**config.mk**
```make
export PLATFORM = sky130hd
export DESIGN_NAME = cs_status_capture
export DESIGN_NICKNAME = d
export VERILOG_FILES = /design/src/rtl/cs_cap_pkg.sv /design/src/rtl/cs_sf_filter.sv /design/src/rtl/cs_bit_assembler.sv /design/src/rtl/cs_hold_flag.sv /design/src/rtl/cs_status_capture.sv
export SDC_FILE = /design/constraint.sdc
export NUM_CORES = 1
export LEC_CHECK = 0
export ABC_CLOCK_PERIOD_IN_PS = 3570
export BUFFER_PORTS_ARGS = -buffer_cell sky130_fd_sc_hd__buf_2
export CAP_MARGIN = 20
export CORE_MARGIN = 2
export CORE_UTILIZATION = 42
export CTS_BUF_LIST = sky130_fd_sc_hd__clkbuf_4 sky130_fd_sc_hd__clkbuf_8
export DETAILED_ROUTE_END_ITERATION = 8
export MAX_ROUTING_LAYER = met4
export PLACE_DENSITY = 0.64
export SETUP_SLACK_MARGIN = 0.02
export SLEW_MARGIN = 30
export SYNTH_ARGS = -nofsm -noshare
export SYNTH_HDL_FRONTEND = slang
export SYNTH_SLANG_ARGS = --single-unit
```
**constraint.sdc**
```tcl
create_clock -name clk -period 3.57 [get_ports clk]
set_input_delay 0.1785 -clock clk [delete_from_list [all_inputs] [get_ports clk]]
set_output_delay 0.1785 -clock clk [all_outputs]
set_load 0.02 [all_outputs]
```
**src/rtl/cs_cap_pkg.sv**
```systemverilog
package cs_cap_pkg;

    // Assembler progress: waiting for a block start, or filling a block.
    typedef enum logic {
        ASM_HUNT = 1'b0,
        ASM_FILL = 1'b1
    } asm_state_e;

    // One qualified channel status contribution after subframe filtering.
    typedef struct packed {
        logic take;      // subframe is used for capture
        logic bit_val;   // channel status bit it carries
        logic start;     // subframe opens a new block
    } cs_bit_t;

    // Width of an index that addresses every bit of a block.
    function automatic int unsigned idx_width(input int unsigned nbits);
        return (nbits < 2) ? 1 : $clog2(nbits);
    endfunction

endpackage

```
**src/rtl/cs_sf_filter.sv**
```systemverilog
module cs_sf_filter
    import cs_cap_pkg::*;
#(
    parameter int unsigned CHAN_W    = 3,
    parameter int unsigned CAPT_CHAN = 0
) (
    input  logic              rx_en,
    input  logic              sf_valid,
    input  logic [CHAN_W-1:0] sf_chan,
    input  logic              sf_cs_bit,
    input  logic              sf_blk_start,
    output cs_bit_t           bit_out
);

    localparam logic [CHAN_W-1:0] CHAN_SEL = CHAN_W'(CAPT_CHAN);

    logic chan_hit;

    always_comb begin
        chan_hit        = (sf_chan == CHAN_SEL);
        bit_out.take    = rx_en && sf_valid && chan_hit;
        bit_out.bit_val = sf_cs_bit;
        bit_out.start   = sf_blk_start;
    end

endmodule

```
**src/rtl/cs_bit_assembler.sv**
```systemverilog
module cs_bit_assembler
    import cs_cap_pkg::*;
#(
    parameter int unsigned BLOCK_BITS = 192
) (
    input  logic                  clk,
    input  logic                  rst,
    input  logic                  soft_rst,
    input  cs_bit_t               bit_in,
    output logic                  blk_done,
    output logic [BLOCK_BITS-1:0] blk_vec
);

    localparam int unsigned IDX_W = idx_width(BLOCK_BITS);
    localparam logic [IDX_W-1:0] LAST_IDX = IDX_W'(BLOCK_BITS - 1);
    localparam logic [IDX_W-1:0] ONE_IDX  = IDX_W'(1);

    asm_state_e            state_q, state_d;
    logic [IDX_W-1:0]      idx_q, idx_d;
    logic [BLOCK_BITS-1:0] buf_q;
    logic                  wr_en;
    logic [IDX_W-1:0]      wr_idx;
    logic                  clr;

    assign clr = rst || soft_rst;

    // Next-state and write decision for the current contribution.
    always_comb begin
        state_d  = state_q;
        idx_d    = idx_q;
        wr_en    = 1'b0;
        wr_idx   = '0;
        blk_done = 1'b0;
        if (bit_in.take) begin
            if (bit_in.start) begin
                wr_en   = 1'b1;
                wr_idx  = '0;
                state_d = ASM_FILL;
                idx_d   = ONE_IDX;
            end else if (state_q == ASM_FILL) begin
                wr_en  = 1'b1;
                wr_idx = idx_q;
                if (idx_q == LAST_IDX) begin
                    blk_done = 1'b1;
                    state_d  = ASM_HUNT;
                    idx_d    = '0;
                end else begin
                    idx_d = idx_q + ONE_IDX;
                end
            end
        end
    end

    always_ff @(posedge clk) begin
        if (clr) begin
            state_q <= ASM_HUNT;
            idx_q   <= '0;
        end else begin
            state_q <= state_d;
            idx_q   <= idx_d;
        end
    end

    // One storage cell per block position, written in arrival order.
    for (genvar gi = 0; gi < BLOCK_BITS; gi++) begin : g_cell
        localparam logic [IDX_W-1:0] MY_IDX = IDX_W'(gi);
        logic hit;
        assign hit = wr_en && (wr_idx == MY_IDX);

        always_ff @(posedge clk) begin
            if (clr) begin
                buf_q[gi] <= 1'b0;
            end else if (hit) begin
                buf_q[gi] <= bit_in.bit_val;
            end
        end

        // The assembled view already holds the bit being written now.
        assign blk_vec[gi] = hit ? bit_in.bit_val : buf_q[gi];
    end

    a_r2_idle_keeps_state: assert property (@(posedge clk) disable iff (clr)
        !bit_in.take |=> $stable(state_q) && $stable(idx_q) && $stable(buf_q));

    a_r4_start_resyncs: assert property (@(posedge clk) disable iff (clr)
        bit_in.take && bit_in.start |=> state_q == ASM_FILL && idx_q == ONE_IDX);

    a_r5_hunt_ignores: assert property (@(posedge clk) disable iff (clr)
        state_q == ASM_HUNT && bit_in.take && !bit_in.start
        |=> state_q == ASM_HUNT && $stable(buf_q));

    a_r6_done_leaves_fill: assert property (@(posedge clk) disable iff (clr)
        blk_done |=> state_q == ASM_HUNT && idx_q == '0);

endmodule

```
**src/rtl/cs_hold_flag.sv**
```systemverilog
module cs_hold_flag #(
    parameter int unsigned BLOCK_BITS = 192
) (
    input  logic                  clk,
    input  logic                  rst,
    input  logic                  soft_rst,
    input  logic                  blk_done,
    input  logic [BLOCK_BITS-1:0] blk_vec,
    input  logic                  rd_clear,
    output logic [BLOCK_BITS-1:0] held,
    output logic                  flag
);

    logic [BLOCK_BITS-1:0] held_q;
    logic                  flag_q;
    logic                  differs;
    logic                  set_evt;
    logic                  clr;

    assign clr     = rst || soft_rst;
    assign differs = (blk_vec != held_q);
    assign set_evt = blk_done && differs;

    always_ff @(posedge clk) begin
        if (clr) begin
            held_q <= '0;
        end else if (blk_done) begin
            held_q <= blk_vec;
        end
    end

    // A set event in the same cycle as a read strobe keeps the flag up.
    always_ff @(posedge clk) begin
        if (clr) begin
            flag_q <= 1'b0;
        end else if (set_evt) begin
            flag_q <= 1'b1;
        end else if (rd_clear) begin
            flag_q <= 1'b0;
        end
    end

    assign held = held_q;
    assign flag = flag_q;

    a_r6_block_loaded: assert property (@(posedge clk) disable iff (clr)
        blk_done |=> held_q == $past(blk_vec));

    a_r7_flag_on_change: assert property (@(posedge clk) disable iff (clr)
        set_evt |=> flag_q);

    a_r8_same_block_stable: assert property (@(posedge clk) disable iff (clr)
        blk_done && !differs |=> $stable(held_q) && (flag_q == $past(flag_q) || !flag_q));

    a_r9_read_clears: assert property (@(posedge clk) disable iff (clr)
        rd_clear && !set_evt |=> !flag_q);

endmodule

```
**src/rtl/cs_status_capture.sv**
```systemverilog
module cs_status_capture
    import cs_cap_pkg::*;
#(
    parameter int unsigned BLOCK_BITS = 192,
    parameter int unsigned CHAN_W     = 3,
    parameter int unsigned CAPT_CHAN  = 0
) (
    input  logic                  clk,
    input  logic                  rst,
    input  logic                  soft_rst,
    input  logic                  rx_en,
    input  logic                  sf_valid,
    input  logic [CHAN_W-1:0]     sf_chan,
    input  logic                  sf_cs_bit,
    input  logic                  sf_blk_start,
    input  logic                  rd_clear,
    output logic [BLOCK_BITS-1:0] cs_block,
    output logic                  cs_update
);

    cs_bit_t               cs_bit;
    logic                  blk_done;
    logic [BLOCK_BITS-1:0] blk_vec;

    cs_sf_filter #(
        .CHAN_W    (CHAN_W),
        .CAPT_CHAN (CAPT_CHAN)
    ) u_filter (
        .rx_en        (rx_en),
        .sf_valid     (sf_valid),
        .sf_chan      (sf_chan),
        .sf_cs_bit    (sf_cs_bit),
        .sf_blk_start (sf_blk_start),
        .bit_out      (cs_bit)
    );

    cs_bit_assembler #(
        .BLOCK_BITS (BLOCK_BITS)
    ) u_asm (
        .clk      (clk),
        .rst      (rst),
        .soft_rst (soft_rst),
        .bit_in   (cs_bit),
        .blk_done (blk_done),
        .blk_vec  (blk_vec)
    );

    cs_hold_flag #(
        .BLOCK_BITS (BLOCK_BITS)
    ) u_hold (
        .clk      (clk),
        .rst      (rst),
        .soft_rst (soft_rst),
        .blk_done (blk_done),
        .blk_vec  (blk_vec),
        .rd_clear (rd_clear),
        .held     (cs_block),
        .flag     (cs_update)
    );

    a_r10_soft_reset_clears: assert property (@(posedge clk) disable iff (rst)
        soft_rst |=> !cs_update && cs_block == '0);

    a_r2_unused_no_change: assert property (@(posedge clk) disable iff (rst || soft_rst)
        !(rx_en && sf_valid) |=> $stable(cs_block));

endmodule

```
==> flow_metrics.py <==
metrics = {
    "worst_setup_path": {
        "cp.arrival_ps": 4250,
        "cp.required_ps": 4160,
        "crit_chain": "buf_4 > buf_4 > nor4b_4 > buf_12 > nand3_1 > nor2_1 > o32ai_1 > nor4_1 > nand4_1 > nor3_2 > buf_4 > nand4_1 > o31a_1",
        "critPathLaunchType": "register",
        "critPathKind": "reg2reg",
        "crit_path_max_fanout": 18,
        "critical_path_buf_inv_count": 4,
        "critical_path.most_common_cell": "buf_4",
        "slowest_stage": "nor4b_4",
        "max_stage_delay_ps": 530,
        "end_kind": "register",
        "crit_family": "simple AND/OR/NAND/NOR gates",
    },
    "cts": {
        "clk_pin_slew_ps": 70,
        "clk_latency_ps": 710,
        "cts-root-buf": "clkbuf_8",
        "cts-htree-levels": 3,
        "cts_tree": "done",
        "cts_buffers": 72,
        "clock-sinks": 394,
        "cts_buffer_depth": 3,
    },
    "sta": {
        "finalWorstSetupSlack_ps": -90.9,
        "slew_headroom_pct": 36.7,
        "finalSetupTns_ps": -90.9,
        "max_freq_mhz": 273,
        "rsz0062_at_grt": "yes",
        "timing_hold_violations_final": 0,
        "min_period_ps": 3660,
        "finalCritPeriodShare_pct": 103,
        "final_max_slew_viol_count": 0,
        "tightestPinTransition_ps": 940,
        "fin_hold_ws_ps": 67.0,
        "setup-violations-final": 1,
        "fin_skew_ps": 36.9,
    },
    "route": {
        "drt_iter0_drc": 3059,
        "wl_per_cell_microns": 31.7,
        "drcViolationCount": 0,
        "via_per_inst": 6.34,
        "num_vias": 24000,
        "antenna_left": 0,
        "wirelength_microns": 120000,
        "first_pass_iters": 6,
    },
    "power_and_ir_drop": {
        "finalPower_mw": 9.34,
        "ir_worst_vdd_mv": 0.340,
        "power_per_cell_area_mw_per_mm2": 320,
        "p_leak_nw": 11.7,
    },
    "synth": {
        "synth.yosys.seq_area_share_pct": 39.3,
        "yosysTopAreaCell": "dfxtp_1",
        "synthCells": 2373,
        "ys_ff_latch": 394,
        "syn_area_sq_mm": 0.0201,
        "synth_flop_cell": "dfxtp_1",
        "yosys_warnings": 0,
        "syn_nets": 2385,
        "synth.avg_cell_area_sq_um": 8.46,
        "async_reset_ff_share_pct": 0,
        "synth_common_cells": "nor2_1, dfxtp_1, a211oi_1",
        "synth.most_common_cell": "nor2_1",
        "synth_cell_types": 86,
        "synth_area_leaders": "dfxtp_1, nor2_1, mux2i_1",
        "synth_top_area_share_pct": 39.3,
        "synth_edf_count": 0,
    },
    "die": {
        "fp.dieH_microns": 223,
        "initial_core_util_pct": 42.3,
        "boundaryPins": 204,
        "die-area_sq_mm": 0.0496,
        "rows": 80,
        "core_sq_mm": 0.0474,
        "dieWidth_microns": 223,
    },
    "cells_and_area": {
        "n_fill_cell": 4207,
        "nNetsFinal": 3130,
        "layout-drive-gt1-share_pct": 37.2,
        "seq_area_sq_mm": 0.00791,
        "multi_input_area_sq_mm": 0.0122,
        "syn2layout_area_growth_pct": 45.4,
        "final_area_sq_mm": 0.0292,
    },
    "placed_design": {
        "dp_slack_ps": -807,
        "place.gp.congestion": 1.10,
        "portBuffers": 203,
        "dpl.hpwl_microns": 93400,
        "postPlaceCellArea_sq_mm": 0.0265,
    },
    "grt": {
        "grt_pass1_vias": 22600,
        "grt_pass1_wl_microns": 166000,
        "grt_max_degree": 78,
        "grtUsageTotal_pct": 48.6,
        "grt-ovfl-total": 0,
        "antenna_found_initial": 8,
    },
    "status": {
        "failed_checks": "negative setup slack",
        "status": "finished with violations",
    },
    "job": {
        "maxCapViolCount": 0,
    },
    "min_path": {
        "hold_path_class": "in2reg",
    },
}
-- logic make-up (layout without fill, tap and decap cells) --
logic type,after synthesis,after routing,synth area share [%]
flops,394,394,39.3
compound gates,479,479,17.6
mux,161,161,8.02
buf+inv,241,1036,5.06
xor+xnor,55,55,2.40
fa+ha+maj,1,1,0.0623
other cells,0,6,0
simple gates,1042,1042,27.6
-- stage by stage --
step                instances  util, %
floorplan                2373        -
detailed placement       3634     55.8
CTS                      3768     60.3
global route             3789     61.5
global placement         3633     55.8
finish                   3789     61.5
-- path summary, 6_finish.rpt --
| check | from | slack, ps | to | depth (start not counted) |
|---|---|---|---|---|
| worst max-delay path | u_asm.idx_q[1]$_SDFFE_PP0P_ | -90 | u_hold.flag$_SDFFE_PP0P_ | 13 |
| worst min register to register | u_hold.held[95]$_SDFFE_PP0P_ | 520 | u_hold.held[95]$_SDFFE_PP0P_ | 2 |
| worst min-delay path | sf_cs_bit | 70 | u_asm.buf_q[7]$_SDFF_PP0_ | 4 |
| worst max register to register | u_asm.idx_q[1]$_SDFFE_PP0P_ | -90 | u_hold.flag$_SDFFE_PP0P_ | 13 |
-- cell usage in the layout (no fill, tap or decap), types with 12 or more instances in the layout --
master and n:
a22oi_1 16, buf_4 632, nand2_1 91, o21ai_0 28, nor4_1 37, a31oi_1 13, nor3b_1 34, xnor2_1 28
nor4_2 34, nor2b_1 20, nand3b_1 15, nand4_1 76, nor2_1 480, nor4_4 24, o22ai_1 21, buf_2 202
xor2_1 25, clkbuf_4 22, a32oi_1 17, mux2i_2 12, mux2i_1 145, clkbuf_8 86, nand3_1 42, a211oi_1 198
buf_12 40, nand2b_1 22, dfxtp_1 387, nor3_1 36, a21oi_1 45, inv_1 26
-- registers in the layout, indices dropped and copies added (netlist names) --
name,flops
u_asm.buf_q,192
u_asm.idx_q,8
u_asm.state_q,1
u_hold.flag,1
u_hold.held,192
-- routing by layer --
layer	vias up	GRT usage [%]	wire length, microns
li1	10300	-	-
met1	11600	59.1	46400
met2	1651	69.6	50300
met3	452	10.2	11600
met4	0	38.9	11900
met5	-	-	0
-- power breakdown --
group	total (mW)	internal, mW	switching, mW
combinational	0.324	0.0845	0.239
clock	4.63	2.51	2.12
sequential	4.39	4.39	0.000153
-- area by class of cell --
cell class	count	area share, %
inverters	27	0.347
flip-flops and latches	394	27.1
well taps	615	2.64
repair buffers	885	23.0
clock inverters	16	0.493
multi-input cells	1738	41.8
diodes	6	0.0514
clock buffers	108	4.62
-- worst register-to-register path: cells and delay by family (launching register included) --
family | cells | cell delay (ps)
simple gates | 7 | 2020
compound gates | 2 | 440
flops | 1 | 350
buf+inv | 4 | 730
-- timing repair --
| action | in CTS | in global routing |
|---|---|---|
| resized for setup | 96 | 77 |
| buffers inserted | 9 | 13 |
| endpoints found under the setup margin | 1 | 1 |
| endpoints found under the hold margin | 1 | 0 |
| gates cloned | 0 | 2 |
| hold buffers | 1 | 0 |
| pin swaps | 19 | 25 |
(Power assumes the default switching activity.)
